`config.mk`:
```
export PLATFORM = sky130hd
export DESIGN_NAME = perf_counter_bank
export DESIGN_NICKNAME = d
export VERILOG_FILES = /design/src/rtl/perf_bank_pkg.sv /design/src/rtl/perf_mode_decode.sv /design/src/rtl/perf_evt_sel.sv /design/src/rtl/perf_cnt_slice.sv /design/src/rtl/perf_counter_bank.sv
export SDC_FILE = /design/constraint.sdc
export NUM_CORES = 1
export LEC_CHECK = 0
export BUFFER_PORTS_ARGS = -buffer_cell sky130_fd_sc_hd__buf_2
export CORE_AREA = 2 2 204 206
export DETAILED_ROUTE_END_ITERATION = 12
export DIE_AREA = 0 0 206 208
export PLACE_DENSITY = 0.53
export SYNTH_ARGS = -nofsm -noshare
export SYNTH_HDL_FRONTEND = slang
export SYNTH_HIERARCHICAL = 1
export SYNTH_SLANG_ARGS = --single-unit
```
`constraint.sdc`:
```
create_clock -name clk_i -period 8 [get_ports clk_i]
set_input_delay 2 -clock clk_i [delete_from_list [all_inputs] [get_ports clk_i]]
set_output_delay 2 -clock clk_i [all_outputs]
set_load 0.1 [all_outputs]
```
`src/rtl/perf_bank_pkg.sv`:
```
package perf_bank_pkg;
  localparam int MAX_CNT  = 4;
  localparam int DATA_W   = 32;
  localparam int CODE_W   = 10;
  localparam int ADDR_W   = 4;
  localparam int CTL_W    = 15;

  localparam int CTL_EXL  = 0;
  localparam int CTL_KERN = 1;
  localparam int CTL_SUP  = 2;
  localparam int CTL_USR  = 3;
  localparam int CTL_IE   = 4;
  localparam int CODE_LO  = 5;
  localparam int CODE_HI  = 14;
  localparam int MORE_BIT = 31;
  localparam int OVF_BIT  = 31;
  localparam int PEND_BIT = 26;
  localparam int PRES_BIT = 4;

  localparam logic [ADDR_W-1:0] ADDR_CFG   = 4'd8;
  localparam logic [ADDR_W-1:0] ADDR_CAUSE = 4'd9;

  typedef struct packed {
    logic usr;
    logic sup;
    logic kern;
    logic exl;
  } mode_t;
endpackage

```
`src/rtl/perf_mode_decode.sv`:
```
module perf_mode_decode
  import perf_bank_pkg::*;
(
  input  logic [1:0] ksu_i,
  input  logic       exl_i,
  input  logic       erl_i,
  output mode_t      mode_o
);
  logic kern;

  always_comb begin
    kern        = (ksu_i == 2'b00) | exl_i | erl_i;
    mode_o.exl  = exl_i;
    mode_o.kern = kern;
    mode_o.sup  = ~kern & (ksu_i == 2'b01);
    mode_o.usr  = ~kern & (ksu_i == 2'b10);
  end

  always_comb begin
    AST_MODE_EXCL: assert ($onehot0({mode_o.kern, mode_o.sup, mode_o.usr}));
  end
endmodule

```
`src/rtl/perf_evt_sel.sv`:
```
module perf_evt_sel
  import perf_bank_pkg::*;
#(
  parameter int NUM_EVT = 16
) (
  input  logic [CODE_W-1:0]  code_i,
  input  logic [1:0]         evt_common_i,
  input  logic [NUM_EVT-1:0] evt_side_i,
  output logic               strobe_o
);
  localparam int IDX_W = $clog2(NUM_EVT);
  localparam logic [CODE_W-1:0] NUM_EVT_C = CODE_W'(NUM_EVT);

  always_comb begin
    if (code_i < CODE_W'(2))       strobe_o = evt_common_i[code_i[0]];
    else if (code_i < NUM_EVT_C)   strobe_o = evt_side_i[code_i[IDX_W-1:0]];
    else                           strobe_o = 1'b0;
  end
endmodule

```
`src/rtl/perf_cnt_slice.sv`:
```
module perf_cnt_slice
  import perf_bank_pkg::*;
#(
  parameter int IDX     = 0,
  parameter int NUM_CNT = 4,
  parameter int NUM_EVT = 16
) (
  input  logic               clk_i,
  input  logic               rst_ni,
  input  logic               ctl_we_i,
  input  logic               cnt_we_i,
  input  logic [DATA_W-1:0]  wdata_i,
  input  mode_t              mode_i,
  input  logic [1:0]         evt_common_i,
  input  logic [NUM_EVT-1:0] evt_side_i,
  output logic [DATA_W-1:0]  ctl_rd_o,
  output logic [DATA_W-1:0]  cnt_o,
  output logic               irq_req_o
);
  localparam logic MORE = (IDX < NUM_CNT - 1);

  logic [CTL_W-1:0]  ctl_q;
  logic [DATA_W-1:0] cnt_q;
  logic              strobe, mode_hit, count_en;

  perf_evt_sel #(.NUM_EVT(NUM_EVT)) i_sel (
    .code_i      (ctl_q[CODE_HI:CODE_LO]),
    .evt_common_i(evt_common_i),
    .evt_side_i  (evt_side_i),
    .strobe_o    (strobe)
  );

  assign mode_hit = |(ctl_q[CTL_USR:CTL_EXL] & mode_i);
  assign count_en = strobe & mode_hit;

  always_ff @(posedge clk_i or negedge rst_ni) begin
    if (!rst_ni) begin
      ctl_q <= '0;
      cnt_q <= '0;
    end else begin
      if (ctl_we_i) ctl_q <= wdata_i[CTL_W-1:0];
      if (cnt_we_i)      cnt_q <= wdata_i;  // write wins over event
      else if (count_en) cnt_q <= cnt_q + 1'b1;
    end
  end

  assign ctl_rd_o  = {MORE, {(DATA_W-CTL_W-1){1'b0}}, ctl_q};
  assign cnt_o     = cnt_q;
  assign irq_req_o = cnt_q[OVF_BIT] & ctl_q[CTL_IE];

  AST_WR_PRIO: assert property (@(posedge clk_i) disable iff (!rst_ni) cnt_we_i |=> cnt_q == $past(wdata_i));
  AST_INC_ONE: assert property (@(posedge clk_i) disable iff (!rst_ni) (!cnt_we_i && count_en) |=> cnt_q == $past(cnt_q) + 32'd1);
  AST_NO_EVT_HOLD: assert property (@(posedge clk_i) disable iff (!rst_ni) (!cnt_we_i && !strobe) |=> $stable(cnt_q));
  AST_STOPPED: assert property (@(posedge clk_i) disable iff (!rst_ni) (!cnt_we_i && ctl_q[CTL_USR:CTL_EXL] == 4'b0) |=> $stable(cnt_q));
endmodule

```
`src/rtl/perf_counter_bank.sv`:
```
module perf_counter_bank
  import perf_bank_pkg::*;
#(
  parameter int NUM_CNT = 4,
  parameter int NUM_EVT = 16
) (
  input  logic               clk_i,
  input  logic               rst_ni,
  input  logic               wr_en_i,
  input  logic [ADDR_W-1:0]  wr_addr_i,
  input  logic [DATA_W-1:0]  wr_data_i,
  input  logic [ADDR_W-1:0]  rd_addr_i,
  output logic [DATA_W-1:0]  rd_data_o,
  input  logic [1:0]         ksu_i,
  input  logic               exl_i,
  input  logic               erl_i,
  input  logic [1:0]         evt_common_i,
  input  logic [NUM_EVT-1:0] evt_even_i,
  input  logic [NUM_EVT-1:0] evt_odd_i,
  output logic               irq_o
);
  mode_t             mode;
  logic [DATA_W-1:0] ctl_rd [MAX_CNT];
  logic [DATA_W-1:0] cnt_rd [MAX_CNT];
  logic [MAX_CNT-1:0] irq_req;
  logic [1:0]        rd_idx;

  perf_mode_decode i_mode (
    .ksu_i (ksu_i),
    .exl_i (exl_i),
    .erl_i (erl_i),
    .mode_o(mode)
  );

  for (genvar k = 0; k < MAX_CNT; k++) begin : g_slot
    if (k < NUM_CNT) begin : g_impl
      logic ctl_we, cnt_we;
      assign ctl_we = wr_en_i && (wr_addr_i == ADDR_W'(2*k));
      assign cnt_we = wr_en_i && (wr_addr_i == ADDR_W'(2*k+1));

      perf_cnt_slice #(.IDX(k), .NUM_CNT(NUM_CNT), .NUM_EVT(NUM_EVT)) i_slice (
        .clk_i       (clk_i),
        .rst_ni      (rst_ni),
        .ctl_we_i    (ctl_we),
        .cnt_we_i    (cnt_we),
        .wdata_i     (wr_data_i),
        .mode_i      (mode),
        .evt_common_i(evt_common_i),
        .evt_side_i  ((k % 2 == 1) ? evt_odd_i : evt_even_i),
        .ctl_rd_o    (ctl_rd[k]),
        .cnt_o       (cnt_rd[k]),
        .irq_req_o   (irq_req[k])
      );

      AST_OVF_IRQ: assert property (@(posedge clk_i) disable iff (!rst_ni) (cnt_rd[k][OVF_BIT] && ctl_rd[k][CTL_IE]) |-> irq_o);
    end else begin : g_none
      assign ctl_rd[k]  = '0;
      assign cnt_rd[k]  = '0;
      assign irq_req[k] = 1'b0;
    end
  end

  assign irq_o  = |irq_req;
  assign rd_idx = rd_addr_i[2:1];

  always_comb begin
    rd_data_o = '0;
    if (!rd_addr_i[3]) begin
      if (int'(rd_idx) < NUM_CNT) rd_data_o = rd_addr_i[0] ? cnt_rd[rd_idx] : ctl_rd[rd_idx];
    end else if (rd_addr_i == ADDR_CFG) begin
      rd_data_o[PRES_BIT] = 1'b1;
    end else if (rd_addr_i == ADDR_CAUSE) begin
      rd_data_o[PEND_BIT] = irq_o;
    end
  end

  AST_CAUSE_PEND: assert property (@(posedge clk_i) disable iff (!rst_ni) (rd_addr_i == ADDR_CAUSE) |-> rd_data_o[PEND_BIT] == irq_o);
  AST_UNIMPL_ZERO: assert property (@(posedge clk_i) disable iff (!rst_ni) (!rd_addr_i[3] && int'(rd_idx) >= NUM_CNT) |-> rd_data_o == '0);
  AST_RESET_QUIET: assert property (@(posedge clk_i) $rose(rst_ni) |-> !irq_o);
endmodule

```
==> After elaboration in Yosys (flattened, before gate mapping) <==
Cells that the tools add are included.
{ "word_totals": {"out_inout_bits": 33, "regBits": 188, "word_cells": 124, "inputBits": 81} }
{ "classes": {"add_sub_neg": 4, "magnitude_cmp": 17, "bitwise_logic": 18, "n_reduce_logical": 19, "eq_ne": 11, "mux": 47} }
{ "op_table": {"columns": ["cell", "count"], "rows": [
  ["32-bit 2-to-1 mux", 13],
  ["32-bit by 1-bit adder with 32-bit output, second input constant", 4],
  ["32-bit binary-select mux with 2-bit select", 2],
  ["10-bit by 2-bit < comparator with 1-bit output, second input constant", 4],
  ["10-bit by 5-bit < comparator with 1-bit output, second input constant", 4],
  ["1-bit 2-to-1 mux", 25],
  ["21-bit 2-to-1 mux", 1],
  ["4-bit by 5-bit < comparator with 1-bit output, second input constant", 4],
  ["4-bit OR reduction", 5],
  ["4-bit bitwise AND", 4],
  ["1-bit binary-select mux with 4-bit select", 4],
  ["4-bit by 3-bit == test with 1-bit output, second input constant", 4],
  ["1-bit bitwise AND", 10],
  ["4-bit by 2-bit == test with 1-bit output, second input constant", 2],
  ["4-bit == test, second input constant", 2],
  ["1-bit logical AND", 8],
  ["1-bit by 2-bit < comparator with 1-bit output, second input constant", 4],
  ["2-bit nonzero test", 4],
  ["5-bit 2-to-1 mux", 1],
  ["4-bit by 1-bit == test with 1-bit output, second input constant", 1],
  ["4-bit logical NOT", 1],
  ["4-bit 2-to-1 mux", 1],
  ["3-bit greater-or-equal comparator, second input constant", 1],
  ["2-bit NOT with 3-bit output", 1],
  ["5 further kinds", 6]
]} }

==> Depth between registers and ports, before layout <==
{ "logic_depth": {"depth_word": 10, "mapped_depth": 9, "depth_no_buf": 7} }

==> By module <==
Netlist, hierarchy kept.
{ "by_module_without_submodules": {"columns": ["mod", "n_inst", "cells_each", "area_each_um2", "seq_area_each_um2"], "rows": [
  ["perf_cnt_slice at g_slot[0].g_impl.i_slice ...", 2, 297, 2792.7, 1176.1],
  ["perf_cnt_slice at g_slot[2].g_impl.i_slice", 1, 316, 2940.3, 1176.1],
  ["perf_cnt_slice at g_slot[3].g_impl.i_slice", 1, 296, 2788.9, 1176.1],
  ["perf_counter_bank", 1, 174, 2193.4, 0.0],
  ["perf_evt_sel", 4, 8, 143.9, 0.0],
  ["perf_mode_decode", 1, 6, 41.3, 0.0]
]} }

==> Least setup slack after synthesis <==
Ideal clock, no wire load.
{ "synth_path": {"path_kind": "input port to output port", "start": "in rd_addr_i[1]", "end": "out rd_data_o[4]", "n_path_buf": 2, "slack_ns": 1.762, "arrival_time_ns": 4.238, "stages": 6, "t_required_ns": 6.000, "path_cell_list": "buf_6 -> buf_2 -> mux2_1 -> a21oi_1 -> nor2_1 -> a2bb2oi_1"} }
{ "synth_via": {"elab_chain_cells": 6, "elab_cells_between_ends": 11, "classes_between": "1 x eq/ne; 9 x mux; 1 x bitwise"} }
{ "synth_rtl": {"columns": ["item", "line_no", "rtl"], "rows": [
  ["start: declaration", "perf_counter_bank.sv:12", "input logic [ADDR_W-1:0] rd_addr_i,"],
  ["2-bit NOT with 3-bit output (implied by the code)", "perf_counter_bank.sv:69", "if (int'(rd_idx) < NUM_CNT) rd_data_o = rd_addr_i[0] ? cnt_rd[rd_idx] : ctl_rd[rd_idx];"],
  ["32-bit binary-select mux with 2-bit select", "perf_counter_bank.sv:69", null],
  ["32-bit 2-to-1 mux (implied by the code) (2 in series)", "perf_counter_bank.sv:69", null],
  ["32-bit 2-to-1 mux", "perf_counter_bank.sv:69", null],
  ["1-bit 2-to-1 mux *", "perf_counter_bank.sv:68", "if (!rd_addr_i[3]) begin"],
  ["end: declaration", "perf_counter_bank.sv:13", "output logic [DATA_W-1:0] rd_data_o,"]
]} }
Every way passes the cells marked *; elsewhere a longest branch is shown, timed or not. The select of a mux whose other input is x is not followed.

==> Worst setup path after layout <==
{ "layout_path": {"start": "in rd_addr_i[1]", "end": "out rd_data_o[3]"} }
{ "layout_via": {"elab_chain_cells": 6, "elab_cells_between_ends": 9, "classes_between": "8 x mux; 1 x bitwise"} }
{ "layout_rtl": {"columns": ["item", "line_no"], "rows": [
  ["2-bit NOT with 3-bit output (implied by the code) *", "perf_counter_bank.sv:69"],
  ["32-bit binary-select mux with 2-bit select", "perf_counter_bank.sv:69"],
  ["32-bit 2-to-1 mux (implied by the code) (2 in series)", "perf_counter_bank.sv:69"],
  ["32-bit 2-to-1 mux *", "perf_counter_bank.sv:69"],
  ["4-bit 2-to-1 mux *", "perf_counter_bank.sv:68"]
]} }
Marked as above.

==> flow_metrics.py <==
metrics = {
    "place": {
        "portBuffers": 109,
        "dp_cells": 1985,
        "place_congestion": 0.898,
        "place_hpwl_mm": 36.8,
    },
    "pwr": {
        "power.internal_mw": 2.06,
        "power_frac_comb": 0.301,
        "pwr-share-seq": 0.441,
        "power.leakage_nw": 5.75,
        "net-switching-power_mw": 1.41,
        "swShare": 0.407,
        "pwr-share-clk": 0.259,
        "p_per_area_nw_per_um2": 225,
        "vdd_drop_max_v": 0.000150,
    },
    "detailed_routing": {
        "dr_wl_met2_mm": 23.8,
        "num_vias": 12400,
        "final_antenna_net_count": 0,
        "via_per_inst": 6.13,
        "drc_errors": 0,
        "drtIter0Drc": 1194,
        "wl_met3_mm": 2.37,
        "wl_met1_mm": 20.3,
        "highest_layer": "met5",
        "finalWirelength_mm": 48.9,
        "wl_per_cell_um": 24.2,
        "first_pass_iters": 5,
    },
    "global_routing": {
        "grt_pass1_wl_mm": 74.1,
        "overflow": 0,
        "grt_pass1_vias": 11800,
        "antenna_found_initial": 1,
        "grt_max_degree": 74,
        "grtUsageTotal": 0.231,
    },
    "setup_path": {
        "cp-end-kind": "primary output",
        "startpoint": "rd_addr_i[1]",
        "worstPathMaxFanout": 40,
        "r2r_start": "g_slot[0].g_impl.i_slice/ctl_q[5]",
        "path_class": "in -> out",
        "worstPathArrival_ps": 4230,
        "critPathLaunchType": "input pin",
        "reg2reg_depth": 6,
        "required_ps": 6000,
    },
    "synth": {
        "synth_area_leaders": "dfrtp_1 33%, mux4_2 9.9%, mux2_2 4.8%",
        "yosys_register_bits": 188,
        "yosysSeqAreaShare": 0.333,
        "yosysWarnings": 6,
        "ys.flop_type": "dfrtp_1",
        "yosysUniqueCellTypes": 70,
        "synth_largest_area_cell": "dfrtp_1",
        "synth_edf_count": 0,
        "synth_cells": 1418,
        "synth.cell_area_um2": 14100,
        "async_reset_ff_frac": 1.00,
        "avgSynthCellArea_um2": 9.96,
        "synth_top_cell_area_share": 0.333,
    },
    "final_layout": {
        "multiInputGateArea_um2": 8620,
        "seq_area_um2": 4700,
        "drive_gt1_frac": 0.211,
        "area_growth_pct": 8.90,
        "n_antenna_cell": 0,
        "nets": 1558,
        "final_cells": 2018,
        "final_cell_mix": "188 x dfrtp_1, 107 x buf_2, 106 x nor2_1, 87 x nand2_1, 78 x nand3_1",
        "final_common_cell": "dfrtp_1",
        "fillers": 4042,
    },
    "timing": {
        "rsz0062_at_grt": "no",
        "skew_ps": 14.0,
        "setup_tns_ps": 0,
        "tightest_slew_ps": 1350,
        "drv_slew": 0,
        "setup_violations": 0,
        "fmax_mhz": 161,
        "fin_crit_ps": 6230,
        "final_hold_viol_count": 0,
        "post-route-period-util": 0.778,
        "slew_headroom": 0.0905,
    },
    "worst_hold_path": {
        "hold_path_class": "reg -> reg",
        "hold_start": "g_slot[2].g_impl.i_slice/ctl_q[4]",
        "min_path_cells": 1,
    },
    "clock_tree": {
        "clkSinkCount": 188,
        "htree_levels": 4,
        "cts_buffer_depth": 2,
        "cts_tree": "built",
        "cts_hold_buf": 0,
        "postCtsSetupRepairBufs": 0,
        "clk_latency_ps": 460,
        "clock-root-buffer": "clkbuf_16",
        "cts-buffers-inserted": 17,
        "clkTransAtPathRegs_ps": 70,
        "post_cts_resized": 0,
    },
    "floorplanning": {
        "core_um2": 40600,
        "dieWidth_um": 206,
        "rows": 74,
        "ioPinCount": 114,
        "initial_utilization": 0.348,
        "fp.dieH_um": 208,
        "fp.dieArea_um2": 42800,
    },
    "job": {
        "cap_violations": 0,
    },
    "run_status": {
        "status": "finished clean",
    },
}
-- final timing paths --
path | endpoint | slack (ps)
max | rd_data_o[3] | 1770
max reg2reg | g_slot[0].g_impl.i_slice/cnt_o[18] | 4890
min reg2reg | g_slot[2].g_impl.i_slice/ctl_q[4] | 530
min | g_slot[2].g_impl.i_slice/ctl_q[4] | 530
max in group asynchronous | g_slot[1].g_impl.i_slice/ctl_q[0] | 5080
min in group asynchronous | g_slot[2].g_impl.i_slice/cnt_o[22] | 1480
-- metrics by stage --
step | area (um^2) | setup WS (ps) | util | total power [mW] | hold WS [ps]
2_1_floorplan | 14400 | 1760 | - | 2.20 | 487
3_3_place_gp | 14800 | 1740 | 0.365 | 2.55 | 513
3_5_place_dp | 14800 | 1750 | 0.365 | 2.58 | 522
4_1_cts | 15400 | 1730 | 0.379 | 3.48 | 541
5_1_grt | 15400 | 1620 | 0.379 | 3.63 | 563
6_report | 15400 | 1770 | 0.379 | 3.46 | 535
-- power groups by stage --
stage | clock (mW) | combinational, mW | sequential, mW
after floorplan | 0 | 0.817 | 1.38
after global placement | 0 | 1.02 | 1.53
after detailed placement | 0 | 1.04 | 1.54
after CTS | 0.915 | 1.04 | 1.52
after global routing | 0.957 | 1.12 | 1.56
final | 0.896 | 1.04 | 1.53
-- registers in the layout, summed over array words and instances (netlist names) --
| register | count |
|---|---|
| g_slot.g_impl.i_slice/cnt_o | 128 |
| g_slot.g_impl.i_slice/ctl_q | 60 |
-- cell usage after synthesis (23+ instances only) --
cell type  number
nor2b_1        26
clkbuf_1       64
o21ai_0        64
o31ai_1        42
buf_4          73
or4_1          67
mux4_2         62
dfrtp_1       188
a31oi_1        60
nand2_1        87
nand4_1        60
and3_1         23
nor2_1        110
nand3_1        78
mux2i_1        35
o211ai_1       28
mux2_2         60
-- logic make-up (layout without fill, tap and decap cells) --
group,count (synthesis),count (layout),synth area share
buffers and inverters,176,183,0.0743
XOR/XNOR,26,26,0.0161
multiplexers,179,179,0.211
flip-flops,188,188,0.333
AND/OR/NAND/NOR,552,552,0.220
adder cells (fa/ha/maj),4,4,0.00354
other,7,68,0.00186
AO/OA/AOI/OAI,286,286,0.140
-- metal layers --
layer  up-vias  global-route usage
li1       5597                   -
met1      6254               0.300
met2       424               0.378
met3       100              0.0305
met4         2               0.112
met5         -                   0
-- worst max-delay path, cell delays in order --
cell and delay, ps:
buf_4 580, mux4_1 690, mux2i_1 480, nor2_1 100, buf_2 320
-- cell type report --
| type | count | area share |
|---|---|---|
| Sequential cell | 188 | 0.306 |
| Multi-Input combinational cell | 1115 | 0.561 |
| Clock buffer | 18 | 0.0279 |
| Tap cell | 532 | 0.0433 |
| Clock inverter | 14 | 0.0105 |
| Timing Repair Buffer | 131 | 0.0469 |
| Inverter | 20 | 0.00488 |
No activity file was read; power rests on OpenSTA's default activity.
